===== config.mk =====
export PLATFORM = sky130hd
export DESIGN_NAME = rel_branch_unit
export DESIGN_NICKNAME = d
export VERILOG_FILES = /design/src/rtl/rbu_pkg.sv /design/src/rtl/rbu_cond_eval.sv /design/src/rtl/rbu_target_calc.sv /design/src/rtl/rbu_bitaddr.sv /design/src/rtl/rel_branch_unit.sv
export SDC_FILE = /design/constraint.sdc
export NUM_CORES = 1
export LEC_CHECK = 0
export BUFFER_PORTS_ARGS = -buffer_cell sky130_fd_sc_hd__buf_4
export CORE_ASPECT_RATIO = 0.8
export CORE_MARGIN = 2
export CORE_UTILIZATION = 35
export DETAILED_ROUTE_END_ITERATION = 10
export PLACE_DENSITY = 0.65
export SYNTH_ARGS = -nofsm -noshare
export SYNTH_HDL_FRONTEND = slang
export SYNTH_SLANG_ARGS = --single-unit

===== constraint.sdc =====
create_clock -name clk -period 8.05 [get_ports clk]
set_input_delay 2.0125 -clock clk [delete_from_list [all_inputs] [get_ports clk]]
set_output_delay 2.0125 -clock clk [all_outputs]
set_load 0.01 [all_outputs]

===== src/rtl/rbu_pkg.sv =====
package rbu_pkg;

    localparam int PC_W      = 24;
    localparam int DISP_W    = 8;
    localparam int KIND_W    = 5;
    localparam int BSEL_HI_W = 2;
    localparam int BSEL_LO_W = 8;
    localparam int BITA_W    = BSEL_HI_W + BSEL_LO_W;

    typedef enum logic [KIND_W-1:0] {
        BK_ALWAYS  = 5'd0,
        BK_C_CLR   = 5'd1,
        BK_C_SET   = 5'd2,
        BK_EQ      = 5'd3,
        BK_NE      = 5'd4,
        BK_MINUS   = 5'd5,
        BK_PLUS    = 5'd6,
        BK_OVF     = 5'd7,
        BK_NOVF    = 5'd8,
        BK_UGT     = 5'd9,
        BK_ULE     = 5'd10,
        BK_SGE     = 5'd11,
        BK_SLT     = 5'd12,
        BK_SGT     = 5'd13,
        BK_SLE     = 5'd14,
        BK_BIT_SET = 5'd15,
        BK_BIT_CLR = 5'd16
    } br_kind_e;

    typedef struct packed {
        logic c;
        logic z;
        logic n;
        logic v;
    } flags_t;

    typedef struct packed {
        logic            valid;
        logic            taken;
        logic [PC_W-1:0] pc;
    } br_result_t;

endpackage


===== src/rtl/rbu_cond_eval.sv =====
module rbu_cond_eval
    import rbu_pkg::*;
(
    input  logic [KIND_W-1:0] kind,
    input  flags_t            flags,
    input  logic              bit_val,
    output logic              taken
);
    logic signed_lt;
    logic unsigned_le;

    always_comb begin
        signed_lt   = flags.n ^ flags.v;
        unsigned_le = flags.c | flags.z;
        taken       = 1'b0;
        case (kind)
            BK_ALWAYS:  taken = 1'b1;
            BK_C_CLR:   taken = ~flags.c;
            BK_C_SET:   taken = flags.c;
            BK_EQ:      taken = flags.z;
            BK_NE:      taken = ~flags.z;
            BK_MINUS:   taken = flags.n;
            BK_PLUS:    taken = ~flags.n;
            BK_OVF:     taken = flags.v;
            BK_NOVF:    taken = ~flags.v;
            BK_UGT:     taken = ~unsigned_le;
            BK_ULE:     taken = unsigned_le;
            BK_SGE:     taken = ~signed_lt;
            BK_SLT:     taken = signed_lt;
            BK_SGT:     taken = ~(flags.z | signed_lt);
            BK_SLE:     taken = flags.z | signed_lt;
            BK_BIT_SET: taken = bit_val;
            BK_BIT_CLR: taken = ~bit_val;
            default:    taken = 1'b0;
        endcase
    end
endmodule


===== src/rtl/rbu_target_calc.sv =====
module rbu_target_calc
    import rbu_pkg::*;
(
    input  logic [PC_W-1:0]   pc,
    input  logic [DISP_W-1:0] disp,
    output logic [PC_W-1:0]   target
);
    localparam int EXT_W = PC_W - DISP_W - 1;

    logic [PC_W-1:0] offset;
    logic [PC_W-1:0] sum;

    always_comb begin
        // sign-extend and scale words to bytes
        offset = {{EXT_W{disp[DISP_W-1]}}, disp, 1'b0};
        sum    = pc + offset;
        target = {sum[PC_W-1:1], 1'b0};
    end
endmodule


===== src/rtl/rbu_bitaddr.sv =====
module rbu_bitaddr
    import rbu_pkg::*;
(
    input  logic [BSEL_HI_W-1:0] sel_hi,
    input  logic [BSEL_LO_W-1:0] sel_lo,
    output logic [BITA_W-1:0]    addr
);
    always_comb begin
        addr = {sel_hi, sel_lo};
    end
endmodule


===== src/rtl/rel_branch_unit.sv =====
module rel_branch_unit
    import rbu_pkg::*;
(
    input  logic                 clk,
    input  logic                 rst_n,
    input  logic                 in_valid,
    input  logic [KIND_W-1:0]    in_kind,
    input  logic [PC_W-1:0]      in_pc,
    input  logic [PC_W-1:0]      in_seq_pc,
    input  logic [DISP_W-1:0]    in_disp,
    input  logic                 flag_c,
    input  logic                 flag_z,
    input  logic                 flag_n,
    input  logic                 flag_v,
    input  logic [BSEL_HI_W-1:0] bit_sel_hi,
    input  logic [BSEL_LO_W-1:0] bit_sel_lo,
    input  logic                 bit_val,
    output logic [BITA_W-1:0]    bit_addr,
    output logic                 out_valid,
    output logic                 out_taken,
    output logic [PC_W-1:0]      out_pc
);
    flags_t          flags;
    logic            cond_taken;
    logic [PC_W-1:0] target_pc;
    br_result_t      res_d, res_q;

    assign flags = '{c: flag_c, z: flag_z, n: flag_n, v: flag_v};

    rbu_cond_eval u_cond (
        .kind    (in_kind),
        .flags   (flags),
        .bit_val (bit_val),
        .taken   (cond_taken)
    );

    rbu_target_calc u_target (
        .pc     (in_pc),
        .disp   (in_disp),
        .target (target_pc)
    );

    rbu_bitaddr u_bitaddr (
        .sel_hi (bit_sel_hi),
        .sel_lo (bit_sel_lo),
        .addr   (bit_addr)
    );

    always_comb begin
        res_d       = res_q;
        res_d.valid = in_valid;
        res_d.taken = in_valid & cond_taken;
        if (in_valid) begin
            res_d.pc = cond_taken ? target_pc : in_seq_pc;
        end
    end

    always_ff @(posedge clk) begin
        if (!rst_n) begin
            res_q <= '0;
        end else begin
            res_q <= res_d;
        end
    end

    assign out_valid = res_q.valid;
    assign out_taken = res_q.taken;
    assign out_pc    = res_q.pc;


    latency_chk: assert property (@(posedge clk) disable iff (!rst_n)
        in_valid |=> out_valid);


    idle_clear_chk: assert property (@(posedge clk) disable iff (!rst_n)
        !in_valid |=> (!out_valid && !out_taken));


    target_even_chk: assert property (@(posedge clk) disable iff (!rst_n)
        (out_valid && out_taken) |-> (out_pc[0] == 1'b0));


    seq_pass_chk: assert property (@(posedge clk) disable iff (!rst_n)
        (in_valid && !cond_taken) |=> (out_pc == $past(in_seq_pc)));


    always_taken_chk: assert property (@(posedge clk) disable iff (!rst_n)
        (in_valid && in_kind == BK_ALWAYS) |=> out_taken);


    undef_never_chk: assert property (@(posedge clk) disable iff (!rst_n)
        (in_valid && in_kind > BK_BIT_CLR) |=> !out_taken);
endmodule


==> metrics.md, run 1 <==
| Metric | Value |
|---|---|
| Status | `finished clean` |
| Clock Tree Root | `clkbuf_8` |
| RSZ-0062 raised after global routing | `no` |
| Total Routing Usage GR | `18.8%` |
| Area growth from synthesis to layout | `27.3%` |
| Die Height | `approximately 81 um` |
| Crit-path cells | `buf_4, ha_1, inv_1, fa_1, nor2b_1, o2111ai_1, a21boi_0, a21oi_1, o21ai_0, xnor2_1, o211ai_1` |
| CTS tree | `done` |
| Worst skew pair latency | `270 ps` |
| Final period util | `around 53%` |
| Mapped Area | `0.00262 mm2` |
| Global-route wire length before repair | `between 10,000 and 15,000 um` |
| Initial antenna violation count | `0` |
| Post-synth EDFFs | `0` |
| Synth async-reset ratio | `0%` |
| Crit path DAT | `4450 ps` |
| Non-Filler Instances | `between 500 and 600` |
| Setup Fix Bufs, Post-CTS | `0` |
| Via-to-Cell Ratio | `between 5 and 6` |
| CP Class | `in -> reg` |
| Least-Margin Pin Slew | `901 ps` |
| Max-slew violation count | `0` |
| Clk_skew | `0 ps` |
| Cts repair resizes | `0` |
| Worst-path fanout max | `8` |
| Number of global-route vias before repair | `2,571` |
| Synthesis-stage register bit count | `26` |
| H-Tree Depth | `1` |
| Fin nets | `521` |
| Critical path's top delay family | `compound AO/OA/AOI/OAI gates` |
| Hpwl dp | `roughly 6200 um` |
| Dpl cells | `504` |
| Drt wl/cell | `between 15 and 20 um` |
| Max-cap viol count | `0` |
| Die Footprint | `between 0.008 and 0.009 mm2` |
| Synth unique cells | `55` |
| Core Footprint | `between 0.007 and 0.008 mm2` |
| Initial core utilization | `35.7%` |
| F_max | `approximately 230 MHz` |
| Final setup vio count | `0` |
| # IOs | `~120` |
| Most frequent cells in the layout | `buf_4, nand2_1, a21oi_1` |
| Vias | `between 2,000 and 3,000` |
| Total gr overflow | `0` |
| CP endpoint kind | `flop` |
| Yosys synthesis warning count | `0` |
| Drt pass-1 iters | `5` |
| Crit path buffers/inverters | `2` |
| Worst setup SP type | `primary input` |
| Gpl congestion | `roughly 0.84` |
| Power per Cell Area | `around 140 mW/mm2` |
| Crit path required time | `between 8000 and 9000 ps` |
| Antenna cells | `0` |
| Synth Net Count | `452` |
| CP max-delay cell | `fa_1` |
| Worst Hold Class | `reg -> reg` |
| Clock slew at the register clock pins of the worst setup and hold paths | `90 ps` |
| DRC viols | `0` |
| Most common cell after layout, fill and taps aside | `buf_4` |
| FILL cells | `approximately 750` |
| Row count | `28` |
| Max-slew headroom | `39.7%` |
| # clock sinks | `26` |
| Static Leak | `approximately 1.5 nW` |
| Die Wd | `~100 um` |
| Iteration-0 DRC Markers | `about 120` |
| Worst VDD drop | `between 0.1 and 0.15 mV` |
| Port Buffers | `93` |
| Pin count of the biggest net entering global routing | `34` |
| Share of post-route cells with drive strength above 1 | `24.9%` |
| Post-Route WL | `roughly 7700 um` |
| Syn Inst Count | `350` |
| Avg Inst Size Synth | `7.48 um2` |
| Post-cts hold buffer count | `0` |
| Synth Flop Type | `dfxtp_1` |
| CTS Buf Count | `3` |
| Hold Slack | `about 470 ps` |
| Antenna Nets Post-Route | `0` |
| Minimum clock period after layout | `between 4000 and 5000 ps` |
| Setup TNS | `0 ps` |
| Critical Path Max Stage Delay | `between 400 and 500 ps` |
| Register area share after synthesis | `19.9%` |
| Maximum root-to-sink buffer count | `2` |
| Hold Vio Cnt, Final | `0` |
metal layers:
| layer | track usage (%) | routed length (um) | vias to the layer above |
|---|---|---|---|
| met3 | 1.81 | 373 | 6 |
| met2 | 28.3 | 3200 | 79 |
| li1 | - | - | 1428 |
| met4 | 4.11 | 67 | 0 |
| met1 | 28.8 | 4030 | 1244 |
| met5 | 0 | 0 | - |
through the flow:
stage / setup slack [ps] / power (mW) / instance area [um2] / utilization (%)
after global routing: 3450 / 0.485 / 3330 / 45.5
final: 3750 / 0.454 / 3330 / 45.5
after floorplan: 3910 / 0.279 / 2620 / -
after detailed placement: 3450 / 0.347 / 3260 / 44.5
after CTS: 3740 / 0.455 / 3330 / 45.5
after global placement: 3520 / 0.346 / 3260 / 44.5
Yosys cell counts, types with 8 or more instances:
| library cell | n | area [um2] |
|---|---|---|
| nand2_1 | 35 | 131 |
| dfxtp_1 | 26 | 521 |
| o21ai_0 | 24 | 120 |
| ha_1 | 22 | 275 |
| clkbuf_1 | 13 | 48.8 |
| a21o_1 | 11 | 82.6 |
| inv_1 | 14 | 52.6 |
| nor2_1 | 22 | 82.6 |
| nand3_1 | 16 | 80.1 |
| mux2i_1 | 10 | 100 |
| nand4_1 | 9 | 56.3 |
| buf_4 | 10 | 75.1 |
| xnor2_1 | 11 | 96.3 |
| a21oi_1 | 33 | 165 |
| nor3_1 | 8 | 40.0 |
logic make-up (layout without fill, tap and decap cells):
group,after synthesis,in the layout,synth area share (%)
AOI/OAI and AO/OA,123,123,30.7
and+or+nand+nor,110,110,20.4
buffers and inverters,43,111,8.36
DFF,26,26,19.9
adders and majority gates,23,23,11.3
xor gates and xnor gates,14,14,4.68
muxes,11,11,4.68
power by group:
part / internal [mW] / switching [mW] / total (mW) / leakage, nW
Combinational: 0.0927 / 0.107 / 0.200 / 1.28
Sequential: 0.140 / 0.00596 / 0.146 / 0.215
Clock: 0.0665 / 0.0414 / 0.108 / 0.0357
flip-flops by register name, indices dropped and copies added (netlist names):
name and flops:
out_pc 24, out_taken 1, out_valid 1
worst paths after layout:
kind / start / to / slack (ps) / cells after the start
max: in_pc[1] / out_pc[19] / 3750 / 11
min: out_pc[7] / out_pc[7] / 470 / 2
max reg2reg: out_pc[16] / out_pc[16] / 7260 / 3
min reg2reg: out_pc[7] / out_pc[7] / 470 / 2
area by class of cell:
type / instances / area, um2 / share of cell area (%)
Multi-Input combinational cell: 281 / 1880 / 56.3
Timing Repair Buffer: 93 / 698 / 20.9
Sequential cell: 26 / 520 / 15.6
Tap cell: 90 / 113 / 3.38
Inverter: 14 / 52.6 / 1.58
Clock buffer: 3 / 41.3 / 1.24
Clock inverter: 1 / 30.0 / 0.901
worst reg2reg max path, cell delays in order (launching register included):
cell	delay (ps)
dfxtp_1	340
nand2_1	50
o21ai_0	80
a31o_2	220
No activity file was read; power rests on OpenSTA's default activity.
==> run 2: changes to the inputs <==
--- a/config.mk
+++ b/config.mk
@@ -5,12 +5,13 @@
 export SDC_FILE = /design/constraint.sdc
 export NUM_CORES = 1
 export LEC_CHECK = 0
+export ABC_AREA = 1
 export BUFFER_PORTS_ARGS = -buffer_cell sky130_fd_sc_hd__buf_4
 export CORE_ASPECT_RATIO = 0.8
 export CORE_MARGIN = 2
 export CORE_UTILIZATION = 35
 export DETAILED_ROUTE_END_ITERATION = 10
-export PLACE_DENSITY = 0.65
+export PLACE_DENSITY = 0.63
 export SYNTH_ARGS = -nofsm -noshare
 export SYNTH_HDL_FRONTEND = slang
 export SYNTH_SLANG_ARGS = --single-unit
==> constraint.sdc (replaced) <==
create_clock -name clk -period 4.2 [get_ports clk]
set_input_delay 1.05 -clock clk [delete_from_list [all_inputs] [get_ports clk]]
set_output_delay 1.05 -clock clk [all_outputs]
set_load 0.01 [all_outputs]
==> run 2 against run 1 <==
Synthesized area grew 24%. Clock-buffer cell count grew 1. Flip-flop and latch count is the same. Register-to-register slack lost 3700 ps. Sequential power grew 90%. Final area grew 19%. Critical endpoint is now out_pc[15].
==> metrics.md, run 2 <==
| Metric | Value |
|---|---|
| Status | `finished clean (unchanged)` |
| Final worst slack | `1560 ps (was 3750 ps)` |
| Max-slew violation count | `0 (unchanged)` |
| Total Routing Usage GR | `16.4% (was 18.8%)` |
| Yosys synthesis warning count | `0 (unchanged)` |
| Post-synth EDFFs | `0 (unchanged)` |
| Initial core utilization | `35.9% (was 35.7%)` |
| Die Height | `90.1 um (was 81.4 um)` |
| Hold Slack | `468 ps (was 466 ps)` |
| CP endpoint kind | `flop (unchanged)` |
| CP max-delay cell | `fa_1 (unchanged)` |
| Most common cell after layout, fill and taps aside | `nand2_1 (was buf_4)` |
| Port Buffers | `93 (unchanged)` |
| Worst-path fanout max | `5 (was 8)` |
| Syn Inst Count | `536 (was 350)` |
| Crit path DAT | `2740 ps (was 4450 ps)` |
| Synthesis-stage register bit count | `26 (unchanged)` |
| Drt pass-1 iters | `5 (unchanged)` |
| Synth Net Count | `638 (was 452)` |
| Number of global-route vias before repair | `3,022 (was 2,571)` |
| Minimum clock period after layout | `2640 ps` |
| Via-to-Cell Ratio | `4.67 (was 5.43)` |
| DRC viols | `0 (unchanged)` |
| Area growth from synthesis to layout | `22.7% (was 27.3%)` |
| Clock slew at the register clock pins of the worst setup and hold paths | `70 ps (was 90 ps)` |
| Final period util | `a little over three fifths` |
| CTS Buf Count | `3 (unchanged)` |
| Crit-path cells | `buf_4, ha_1, inv_1, fa_1, inv_1, nand3_1, nand3_1, nand2_1, nand2_1, nand2_1, nand2_1, nand2_1, nand2_1, nand2_2, nand3_2, a21oi_2 (was buf_4, ha_1, inv_1, fa_1, nor2b_1, o2111ai_1, a21boi_0, a21oi_1, o21ai_0, xnor2_1, o211ai_1)` |
| Iteration-0 DRC Markers | `182 (was 124)` |
| Most frequent cells in the layout | `nand2_1, buf_4, inv_1 (was buf_4, nand2_1, a21oi_1)` |
| FILL cells | `988 (was 746)` |
| Hold Vio Cnt, Final | `0 (unchanged)` |
| Final instance area | `0.00398 mm2 (was 0.00333 mm2)` |
| Setup TNS | `0 ps (unchanged)` |
| CTS tree | `done (unchanged)` |
| Power per Cell Area | `239 mW/mm2 (was 136 mW/mm2)` |
| Static Leak | `2.17 nW (was 1.53 nW)` |
| # IOs | `115 (unchanged)` |
| Most numerous cell in the Yosys netlist | `nand2_1 (unchanged)` |
| Drt wl/cell | `11.6 um (was 15.1 um)` |
| Die Footprint | `0.0100 mm2 (was 0.00819 mm2)` |
| Cts repair resizes | `0 (unchanged)` |
| RSZ-0062 raised after global routing | `no (unchanged)` |
| Avg Inst Size Synth | `6.05 um2 (was 7.48 um2)` |
| Post-cts hold buffer count | `0 (unchanged)` |
| H-Tree Depth | `1 (unchanged)` |
| Pin count of the biggest net entering global routing | `31 (was 34)` |
| Total gr overflow | `0 (unchanged)` |
| Row count | `31 (was 28)` |
| Initial antenna violation count | `0 (unchanged)` |
| CP Class | `in -> reg (unchanged)` |
| Gpl congestion | `0.904 (was 0.844)` |
| Clk_skew | `0 ps (unchanged)` |
| Area share of the largest cell type after synthesis | `21.8% (was 19.9%)` |
| Worst skew pair latency | `260 ps (was 270 ps)` |
| Crit path required time | `4300 ps (was 8200 ps)` |
| Fin nets | `714 (was 521)` |
| Synth async-reset ratio | `0% (unchanged)` |
| Mapped Area | `0.00324 mm2 (was 0.00262 mm2)` |
| Critical Path Max Stage Delay | `390 ps (was 410 ps)` |
| Worst VDD drop | `0.136 mV (was 0.101 mV)` |
| Synth unique cells | `32 (was 55)` |
| Core Footprint | `0.00904 mm2 (was 0.00732 mm2)` |
| Worst Hold Class | `reg -> reg (unchanged)` |
| Share of post-route cells with drive strength above 1 | `25.7% (was 24.9%)` |
| Hpwl dp | `6980 um (was 6150 um)` |
| Vias | `3,391 (was 2,757)` |
| Max-slew headroom | `27.9% (was 39.7%)` |
| # clock sinks | `26 (unchanged)` |
| Max FFs per register | `24 (unchanged)` |
| Placed Instance Area | `0.00389 mm2 (was 0.00326 mm2)` |
| Final setup vio count | `0 (unchanged)` |
| Clock Tree Root | `clkbuf_16 (was clkbuf_8)` |
| Top cells by count, synth | `nand2_1, inv_1, nand3_1 (was nand2_1, a21oi_1, dfxtp_1)` |
| Post-Route WL | `8430 um (was 7670 um)` |
| Global-route wire length before repair | `14,100 um (was 12,400 um)` |
| Setup Fix Bufs, Post-CTS | `0 (unchanged)` |
| Multi-input logic area | `0.00217 mm2 (was 0.00188 mm2)` |
| Post-Place Worst Slack | `1290 ps (was 3450 ps)` |
| Worst setup SP type | `primary input (unchanged)` |
| Power Total | `0.948 mW (was 0.454 mW)` |
| Cell mode on critical path | `nand2_1` |
| Antenna Nets Post-Route | `0 (unchanged)` |
| Antenna cells | `0 (unchanged)` |
| Least-Margin Pin Slew | `1080 ps (was 901 ps)` |
| Register area | `520 um2 (unchanged)` |
| Area contributors post-synth | `nand2_1, dfxtp_1, inv_1 (was dfxtp_1, ha_1, a21oi_1)` |
| Die Wd | `112 um (was 101 um)` |
| Register area share after synthesis | `16.1% (was 19.9%)` |
| Maximum root-to-sink buffer count | `2 (unchanged)` |
| F_max | `379 MHz` |
| Synth area leader | `nand2_1 (was dfxtp_1)` |
| Synth Flop Type | `dfxtp_1 (unchanged)` |
| Max-cap viol count | `0 (unchanged)` |
## run 2: power breakdown
| group | internal (mW) | switching (mW) |
|---|---|---|
| clock network | 0.146 | 0.0865 |
| registers | 0.267 | 0.0112 |
| logic | 0.184 | 0.254 |
## run 2: path summary, 6_finish.rpt
| kind | depth (start not counted) | start | slack (ps) | end |
|---|---|---|---|---|
| max | 16 | in_pc[1] | 1560 | out_pc[15] |
| min | 2 | out_pc[0] | 470 | out_pc[0] |
| max reg2reg | 2 | out_pc[19] | 3520 | out_pc[19] |
| min reg2reg | 2 | out_pc[0] | 470 | out_pc[0] |
## run 2: cell families (layout without fill, tap and decap cells)
family          after synthesis  count (layout)  share of synthesized area, %
compound gates               56              56                          11.0
flops                        26              26                          16.1
fa+ha+maj                    23              23                          9.11
simple gates                308             308                          44.2
buf+inv                     113             188                          16.9
xor+xnor                     10              10                          2.70
## run 2: area by class of cell
class	count	area share (%)
Multi-Input combinational cell	397	54.6
Timing Repair Buffer	93	17.6
Sequential cell	26	13.1
Inverter	91	8.84
Tap cell	115	3.62
Clock buffer	4	2.23
## run 2: per-layer routing
metal  track usage [%]  up-vias  wire, um
li1                  -     1820         -
met1              26.4     1452      4290
met2              23.6      107      3460
met3              1.35       12       588
met4              3.19        0        90
met5                 0        -         0
## run 2: stage by stage
stage               instances  utilization (%)
finish                    726             44.0
global route              726             44.0
CTS                       726             44.0
detailed placement        722             43.0
global placement          722             43.0
floorplan                 536                -
## run 2: worst max-delay path, delay by kind of cell
kind / cells / cell delay (ps)
simple gates: 10 / 870
buf+inv: 3 / 220
compound gates: 1 / 50
fa+ha+maj: 2 / 550
